<file path="config.mk">
export PLATFORM = sky130hd
export DESIGN_NAME = gpio_port_ctrl
export DESIGN_NICKNAME = d
export VERILOG_FILES = /design/src/rtl/gpio_pkg.sv /design/src/rtl/gpio_rst_sync.sv /design/src/rtl/gpio_pin_sync.sv /design/src/rtl/gpio_regs.sv /design/src/rtl/gpio_pad_ctrl.sv /design/src/rtl/gpio_port_ctrl.sv
export SDC_FILE = /design/constraint.sdc
export NUM_CORES = 1
export LEC_CHECK = 0
export ABC_AREA = 1
export CAP_MARGIN = 20
export CELL_PAD_IN_SITES_DETAIL_PLACEMENT = 0
export CELL_PAD_IN_SITES_GLOBAL_PLACEMENT = 1
export CORE_MARGIN = 1.5
export CORE_UTILIZATION = 35
export DETAILED_ROUTE_END_ITERATION = 6
export MAX_ROUTING_LAYER = met4
export PLACE_DENSITY_LB_ADDON = 0.25
export SYNTH_ARGS = -nofsm -noshare
export SYNTH_HDL_FRONTEND = slang
export SYNTH_SLANG_ARGS = --single-unit
</file>
<file path="constraint.sdc">
create_clock -name clk -period 2.13 [get_ports clk]
set_input_delay 0.213 -clock clk [delete_from_list [all_inputs] [get_ports clk]]
set_output_delay 0.213 -clock clk [all_outputs]
set_load 0.01 [all_outputs]
</file>
<file path="src/rtl/gpio_pkg.sv">
package gpio_pkg;

  // Which register a bus address selects.
  typedef enum logic [1:0] {
    SEL_NONE = 2'd0,
    SEL_LAT  = 2'd1,
    SEL_DIR  = 2'd2,
    SEL_PULL = 2'd3
  } reg_sel_e;

endpackage

</file>
<file path="src/rtl/gpio_rst_sync.sv">
module gpio_rst_sync #(
  parameter int STAGES = 2
) (
  input  logic clk,
  input  logic rst_n,
  output logic rst_n_int
);

  logic [STAGES-1:0] chain_q;
  logic [STAGES-1:0] chain_d;

  always_comb begin
    chain_d = {chain_q[STAGES-2:0], 1'b1};
  end

  // Assertion is asynchronous; release ripples through the chain.
  always_ff @(posedge clk or negedge rst_n) begin
    if (!rst_n) begin
      chain_q <= '0;
    end else begin
      chain_q <= chain_d;
    end
  end

  assign rst_n_int = chain_q[STAGES-1];

endmodule

</file>
<file path="src/rtl/gpio_pin_sync.sv">
module gpio_pin_sync #(
  parameter int WIDTH  = 8,
  parameter int STAGES = 2
) (
  input  logic             clk,
  input  logic [WIDTH-1:0] pin_in,
  output logic [WIDTH-1:0] pin_sync
);

  logic [WIDTH-1:0] stage_q [STAGES];

  // No reset: these flops only carry pad levels.
  genvar s;
  generate
    for (s = 0; s < STAGES; s++) begin : g_stage
      if (s == 0) begin : g_first
        always_ff @(posedge clk) begin
          stage_q[s] <= pin_in;
        end
      end else begin : g_next
        always_ff @(posedge clk) begin
          stage_q[s] <= stage_q[s-1];
        end
      end
    end
  endgenerate

  assign pin_sync = stage_q[STAGES-1];

endmodule

</file>
<file path="src/rtl/gpio_regs.sv">
module gpio_regs
  import gpio_pkg::*;
#(
  parameter int                WIDTH     = 8,
  parameter int                ADDR_W    = 8,
  parameter logic [ADDR_W-1:0] ADDR_LAT  = 'h0C,
  parameter logic [ADDR_W-1:0] ADDR_DIR  = 'h0D,
  parameter logic [ADDR_W-1:0] ADDR_PULL = 'h71
) (
  input  logic              clk,
  input  logic              rst_n_int,
  input  logic [ADDR_W-1:0] bus_addr,
  input  logic [WIDTH-1:0]  bus_wdata,
  input  logic              bus_wr,
  input  logic              bus_rd,
  input  logic [WIDTH-1:0]  pin_sync,
  output logic [WIDTH-1:0]  lat_q,
  output logic [WIDTH-1:0]  dir_q,
  output logic [WIDTH-1:0]  pull_q,
  output logic [WIDTH-1:0]  rdata_q
);

  function automatic reg_sel_e decode(input logic [ADDR_W-1:0] a);
    reg_sel_e sel;
    if (a == ADDR_LAT) begin
      sel = SEL_LAT;
    end else if (a == ADDR_DIR) begin
      sel = SEL_DIR;
    end else if (a == ADDR_PULL) begin
      sel = SEL_PULL;
    end else begin
      sel = SEL_NONE;
    end
    return sel;
  endfunction

  reg_sel_e         sel;
  logic             lat_en, dir_en, pull_en, rd_en;
  logic [WIDTH-1:0] lat_d, dir_d, pull_d, rdata_d;

  // Next-state and clock-enable logic.
  always_comb begin
    sel     = decode(bus_addr);
    lat_en  = bus_wr && (sel == SEL_LAT);
    dir_en  = bus_wr && (sel == SEL_DIR);
    pull_en = bus_wr && (sel == SEL_PULL);
    rd_en   = bus_rd;
    lat_d   = bus_wdata;
    dir_d   = bus_wdata;
    pull_d  = bus_wdata;
    case (sel)
      SEL_LAT:  rdata_d = pin_sync;
      SEL_PULL: rdata_d = pull_q;
      default:  rdata_d = '0;
    endcase
  end

  // The output latch has no defined reset value.
  always_ff @(posedge clk) begin
    if (lat_en && rst_n_int) begin
      lat_q <= lat_d;
    end
  end

  always_ff @(posedge clk or negedge rst_n_int) begin
    if (!rst_n_int) begin
      dir_q   <= '0;
      pull_q  <= '0;
      rdata_q <= '0;
    end else begin
      if (dir_en) begin
        dir_q <= dir_d;
      end
      if (pull_en) begin
        pull_q <= pull_d;
      end
      if (rd_en) begin
        rdata_q <= rdata_d;
      end
    end
  end

endmodule

</file>
<file path="src/rtl/gpio_pad_ctrl.sv">
module gpio_pad_ctrl #(
  parameter int WIDTH = 8
) (
  input  logic             rst_n_int,
  input  logic             stop_mode,
  input  logic [WIDTH-1:0] lat_q,
  input  logic [WIDTH-1:0] dir_q,
  input  logic [WIDTH-1:0] pull_q,
  output logic [WIDTH-1:0] pad_oe,
  output logic [WIDTH-1:0] pad_out,
  output logic [WIDTH-1:0] pad_pu
);

  logic drive_ok;
  logic pull_ok;

  always_comb begin
    drive_ok = rst_n_int && !stop_mode;
    pull_ok  = rst_n_int && stop_mode;
  end

  genvar i;
  generate
    for (i = 0; i < WIDTH; i++) begin : g_pin
      always_comb begin
        pad_oe[i]  = drive_ok && dir_q[i];
        pad_out[i] = drive_ok && dir_q[i] && lat_q[i];
        pad_pu[i]  = pull_ok && pull_q[i];
      end
    end
  endgenerate

endmodule

</file>
<file path="src/rtl/gpio_port_ctrl.sv">
module gpio_port_ctrl #(
  parameter int                WIDTH       = 8,
  parameter int                ADDR_W      = 8,
  parameter int                SYNC_STAGES = 2,
  parameter int                RST_STAGES  = 2,
  parameter logic [ADDR_W-1:0] ADDR_LAT    = 'h0C,
  parameter logic [ADDR_W-1:0] ADDR_DIR    = 'h0D,
  parameter logic [ADDR_W-1:0] ADDR_PULL   = 'h71
) (
  input  logic              clk,
  input  logic              rst_n,
  input  logic [ADDR_W-1:0] bus_addr,
  input  logic [WIDTH-1:0]  bus_wdata,
  input  logic              bus_wr,
  input  logic              bus_rd,
  output logic [WIDTH-1:0]  bus_rdata,
  input  logic              stop_mode,
  input  logic [WIDTH-1:0]  pin_in,
  output logic [WIDTH-1:0]  pad_oe,
  output logic [WIDTH-1:0]  pad_out,
  output logic [WIDTH-1:0]  pad_pu
);

  logic             rst_n_int;
  logic [WIDTH-1:0] pin_sync;
  logic [WIDTH-1:0] lat_q, dir_q, pull_q;

  gpio_rst_sync #(.STAGES(RST_STAGES)) u_rst (
    .clk       (clk),
    .rst_n     (rst_n),
    .rst_n_int (rst_n_int)
  );

  gpio_pin_sync #(.WIDTH(WIDTH), .STAGES(SYNC_STAGES)) u_sync (
    .clk      (clk),
    .pin_in   (pin_in),
    .pin_sync (pin_sync)
  );

  gpio_regs #(
    .WIDTH(WIDTH), .ADDR_W(ADDR_W),
    .ADDR_LAT(ADDR_LAT), .ADDR_DIR(ADDR_DIR), .ADDR_PULL(ADDR_PULL)
  ) u_regs (
    .clk       (clk),
    .rst_n_int (rst_n_int),
    .bus_addr  (bus_addr),
    .bus_wdata (bus_wdata),
    .bus_wr    (bus_wr),
    .bus_rd    (bus_rd),
    .pin_sync  (pin_sync),
    .lat_q     (lat_q),
    .dir_q     (dir_q),
    .pull_q    (pull_q),
    .rdata_q   (bus_rdata)
  );

  gpio_pad_ctrl #(.WIDTH(WIDTH)) u_pad (
    .rst_n_int (rst_n_int),
    .stop_mode (stop_mode),
    .lat_q     (lat_q),
    .dir_q     (dir_q),
    .pull_q    (pull_q),
    .pad_oe    (pad_oe),
    .pad_out   (pad_out),
    .pad_pu    (pad_pu)
  );

endmodule

</file>
Word-level counts from Yosys, hierarchy flattened. Memories as Yosys holds them, arrays and structs flattened. Cells that the tools add are included.

Register bits after elaboration: 34. RAM bits: 16. Input port bits: 29. Word-level logic and storage cells: 47. Memories: 1.

Equality and inequality tests: 6. Muxes and demuxes: 4. Reduce and logical (&&, ||, !) cells: 31.

Memory list: u_sync.stage_q (words 2, bits a word 8, rd ports 2, clocked after memory_dff 0, wr ports 2, RTL line gpio_pin_sync.sv:10) `logic [WIDTH-1:0] stage_q [STAGES];`.

Operators by type and width (count): logical AND 1 bit (30); == test 8 x 4 -> 1 bit (second input constant) (2); case mux 8 bit (2 select lines) (1); == test 8 x 7 -> 1 bit (second input constant) (1); two-way mux 2 bit (3); == test 2 bit (second input constant) (2); == test 2 x 1 -> 1 bit (second input constant) (1); zero test 1 bit (1).

Depth between registers and ports, before layout. Gate-level depths: netlist (run 1).

Word-level depth: 7. Mapped depth: 7. Depth with buffers taken out: 7.

By module. From an unflattened synthesis (run 1), not the netlist that was laid out.

Cell total of the unflattened synthesis: 228. Area, all modules: 2213.4 µm².

Modules (own cells, without submodules): gpio_regs (instances 1, cells each 150, area an instance 1500.2 µm², seq. area each 840.8 µm²); gpio_pin_sync (instances 1, cells each 24, area an instance 380.4 µm², seq. area each 320.3 µm²); gpio_pad_ctrl (instances 1, cells each 51, area an instance 279.0 µm², seq. area each 0.0 µm²); gpio_rst_sync (instances 1, cells each 3, area an instance 53.8 µm², seq. area each 50.0 µm²).

Worst setup path before layout (run 1). Ideal clock, no wire load.

Path kind: reg-to-output. From: register u_rst.chain_q[1]. To: output pad_out[1]. Arrival time: 1.625 ns. Slack: 0.292 ns. Stages on the path, launching flop included: 6. Buffers on the path: 2. Path through: dfrtp_1 inv_1 or2_1 buf_6 buf_6 nor3b_2.

Cells in the longest elaborated chain, start to end: 3.

Ends and longest elaborated chain: from (decl) (RTL line gpio_rst_sync.sv:9) `logic [STAGES-1:0] chain_q;`; from (signal assigned) (RTL line gpio_rst_sync.sv:21) `chain_q <= chain_d;`; logical AND 1 bit (RTL line gpio_pad_ctrl.sv:18) `drive_ok = rst_n_int && !stop_mode;`; logical AND 1 bit (2 in series) (RTL line gpio_pad_ctrl.sv:27) `pad_out[i] = drive_ok && dir_q[i] && lat_q[i];`; to (decl) (RTL line gpio_port_ctrl.sv:20) `output logic [WIDTH-1:0] pad_out,`.

Every way passes these cells.

Worst setup path in the final report (run 1).
From: register u_rst.chain_q[1]. To: output pad_out[2].

The elaborated chain is that of the path after synthesis.

==> results of run 1 <==
## layout make-up
cell class	count	area, µm²	share of cell area, %
Tap cell	75	93.8	3.24
Sequential cell	50	1210	41.8
Clock buffer	6	93.8	3.24
Inverter	34	128	4.40
Multi-Input combinational cell	125	718	24.8
Clock inverter	2	17.5	0.604
Timing Repair Buffer	63	638	22.0
## placed cells by master (no fill, tap or decap), drive strengths merged
cell type	instances
nor3b	8
conb	1
clkbuf	6
inv	36
or2	1
nor2	22
buf	3
clkdlybuf4s50	54
edfxtp	8
nand2	59
nand3	18
o21ai	16
dlymetal6s2s	6
dfxtp	16
dfrtp	26
## logic make-up (layout without fill, tap and decap cells)
family	Yosys count	after routing	synth area share, %
AOI/OAI and AO/OA	16	16	6.66
buffers and inverters	39	105	8.39
DFF	50	50	57.6
other	1	1	0.178
and+or+nand+nor	108	108	27.2
## through the flow
step	setup slack, ns	hold WS, ns
after floorplan	0.292	-0.0826
after global placement	0.0422	0.313
after detailed placement	0.00574	0.313
after CTS	0.0275	0.0585
after global routing	0.0168	0.0545
final	0.113	0.0640
## layer usage
| layer | vias up | GRT usage [%] | wire [µm] |
|---|---|---|---|
| met5 | - | - | 0 |
| met4 | 0 | 5.69 | 58 |
| met3 | 5 | 3.52 | 229 |
| met2 | 42 | 20.8 | 1870 |
| met1 | 685 | 18.5 | 1840 |
| li1 | 788 | - | - |
## worst reg2reg max path, delay by kind of cell (launching register included)
family,cells,cell delay [ns]
buffers and inverters,2,0.55
flip-flops,1,0.43
AND/OR/NAND/NOR,2,0.20
## flip-flops by register name (all words and copies together) (netlist names)
| register | cells |
|---|---|
| u_sync.stage_q | 16 |
| u_rst.chain_q | 2 |
| u_regs.rdata_q | 8 |
| u_regs.pull_q | 8 |
| u_regs.lat_q | 8 |
| u_regs.dir_q | 8 |
## power breakdown
part / total [mW] / switching, mW / internal [mW] / leakage, nW
registers: 1.01 / 0.0155 / 0.998 / 0.563
logic: 0.164 / 0.0835 / 0.0807 / 0.771
clock network: 0.639 / 0.328 / 0.311 / 0.0573
## worst min path at each step
stage | to | slack, ns
finish | u_rst.chain_q[1]$_DFF_PN0_ | 0.06
global route | u_rst.chain_q[1]$_DFF_PN0_ | 0.05
CTS | u_rst.chain_q[1]$_DFF_PN0_ | 0.06
detailed placement | u_sync.stage_q[0][9]$_DFF_P_ | 0.31
global placement | u_sync.stage_q[0][12]$_DFF_P_ | 0.31
floorplan | u_rst.chain_q[0]$_DFF_PN0_ | -0.08
## timing repair
action / 4_1_cts / 5_1_grt
hold buffers: 0 / 0
endpoints found under the setup margin: 11 / 6
resized for setup: 2 / 6
==> summary.md, run 1 <==
| Metric | Value |
|---|---|
| Total power | 1.82 mW |
| Synth Flop Type | dfrtp_1 |
| Worst Hold Class | primary input to async pin |
| Crit Path Max Fanout | 16 |
| Most numerous cell in the Yosys netlist | nand2_1 |
| FF-to-FF setup slack | 0.67 ns |
| Synth cell count leaders | 52 x nand2_1, 31 x inv_1, 26 x dfrtp_1, 17 x nor2_1 |
| I/O pins | 61 |
| Cell Count, Final, Fillers Out | 355 |
| Peak VDD IR | 0.000420 V |
| Post-Synthesis Cells | 214 |
| P_leak | 1.39 nW |
| Mapped Avg Cell Area | 9.83 µm² |
| Placeable Area | 5850 µm² |
| Synth top area share | 30.9% |
| CP endpoint | pad_out[2] |
| Clock-pin slew on the worst setup and hold paths | 0.09 ns |
| DRC viols | 0 |
| Synthesized flop and latch total | 50 |
| Area Growth Syn to Fin | 37.9% |
| Min cycle time layout | 2.02 ns |
| Initial core utilization | 35.9% |
| Clk sinks | 50 |
| Crit path required time | 1.92 ns |
| First-pass GRT wire length | 6530 µm |
| Outcome | complete, no violations |
| Die width | 80.5 µm |
| Setup_tns | 0 ns |
| Maxcap violations | 0 |
| Buffers on Ports | 60 |
| CP max stage delay | 0.55 ns |
| Buf+Inv Stages, Crit Path | 2 |
| Post-synth EDFFs | 8 |
| CTS tree | built |
| Wirelength, routed | 4000 µm |
| Design area | 2900 µm² |
| Critical path class | register to output port |
| Die H | 80.5 µm |
| # rows | 28 |
| Num CTS Buffers | 5 |
| Post-route ant nets | 0 |
| Cell taking the most area after synthesis | dfrtp_1 |
| RSZ-0062 raised after global routing | no |
| Initial antenna violation count | 0 |
| Gr usage total | 14.1% |
| Clock Skews | 0.00498 ns |
| YS warnings | 0 |
| Critical Path Stages | 4 |
| Syn Nets | 243 |
| Layout Utilization | 49.6% |
| CP Cell Sequence | inv_1 > or2_4 > nor3b_2 > clkdlybuf4s50_1 |
| Final global-route overflow total | 0 |
| Root Driver | clkbuf_8 |
| Post-synthesis sequential area ratio | 57.6% |
| Slew Viols, Final | 0 |
| RR Startpoint | u_rst.chain_q[1]$_DFF_PN0_ |
| Period utilisation layout | 94.7% |
| ANT cells | 0 |
| H-tree depth | 2 |
| # Post-CTS Setup Buffers | 0 |
| Placed cell count | 347 |
| Ys async rst share | 52.0% |
| CP arrival | 1.80 ns |
| Cell variety after synth | 20 |
| Crit path launch type | register |
| Fillers | 595 |
| CP delay by family, top | buffers and inverters |
| Final hold viol count | 0 |
| Worst setup startpoint | u_rst.chain_q[1]$_DFF_PN0_ |
| Placed Area | 2770 µm² |
| Largest net degree at the start of global routing | 26 |
| Vias per cell | 4.28 |
| Worst skew pair latency | 0.30 ns |
| Die Area | 6480 µm² |
| Vias in the first global route | 1370 |
| Mapped Area | 2100 µm² |
| CTS max path bufs | 2 |
| Iteration-0 DRC Markers | 85 |
| Reg-to-reg endpoint | u_regs.lat_q[7]$_DFFE_PP_ |
| WL/cell | 11.3 µm |
| Crit. End Element | output port |
| Achievable Freq | 496 MHz |
| Pwr per Cell Area | 626 nW/µm² |
| Final setup viols | 0 |
| RD Place Congestion | 0.733 |
| Fraction of layout cells with a size suffix above 1 | 16.8% |
| DR vias | 1520 |
| Reg2reg path depth | 4 |
| Critical Path Slowest Stage Cell | clkdlybuf4s50_1 |
| Dpl hpwl | 3000 µm |
| Pre-Repair DR Iteration Count | 4 |
| Total Nets Final | 308 |
| Area contributors post-synth | dfrtp_1 31%, dfxtp_1 15%, edfxtp_1 11% |
Note: power is estimated with default switching activity, not from simulation.
==> run 2, diff against run 1 <==
SKIP_CTS_REPAIR_TIMING = 1   (was default)
==> results of run 2 <==
Final layout, timing and power as in run 1 (identical DEF).
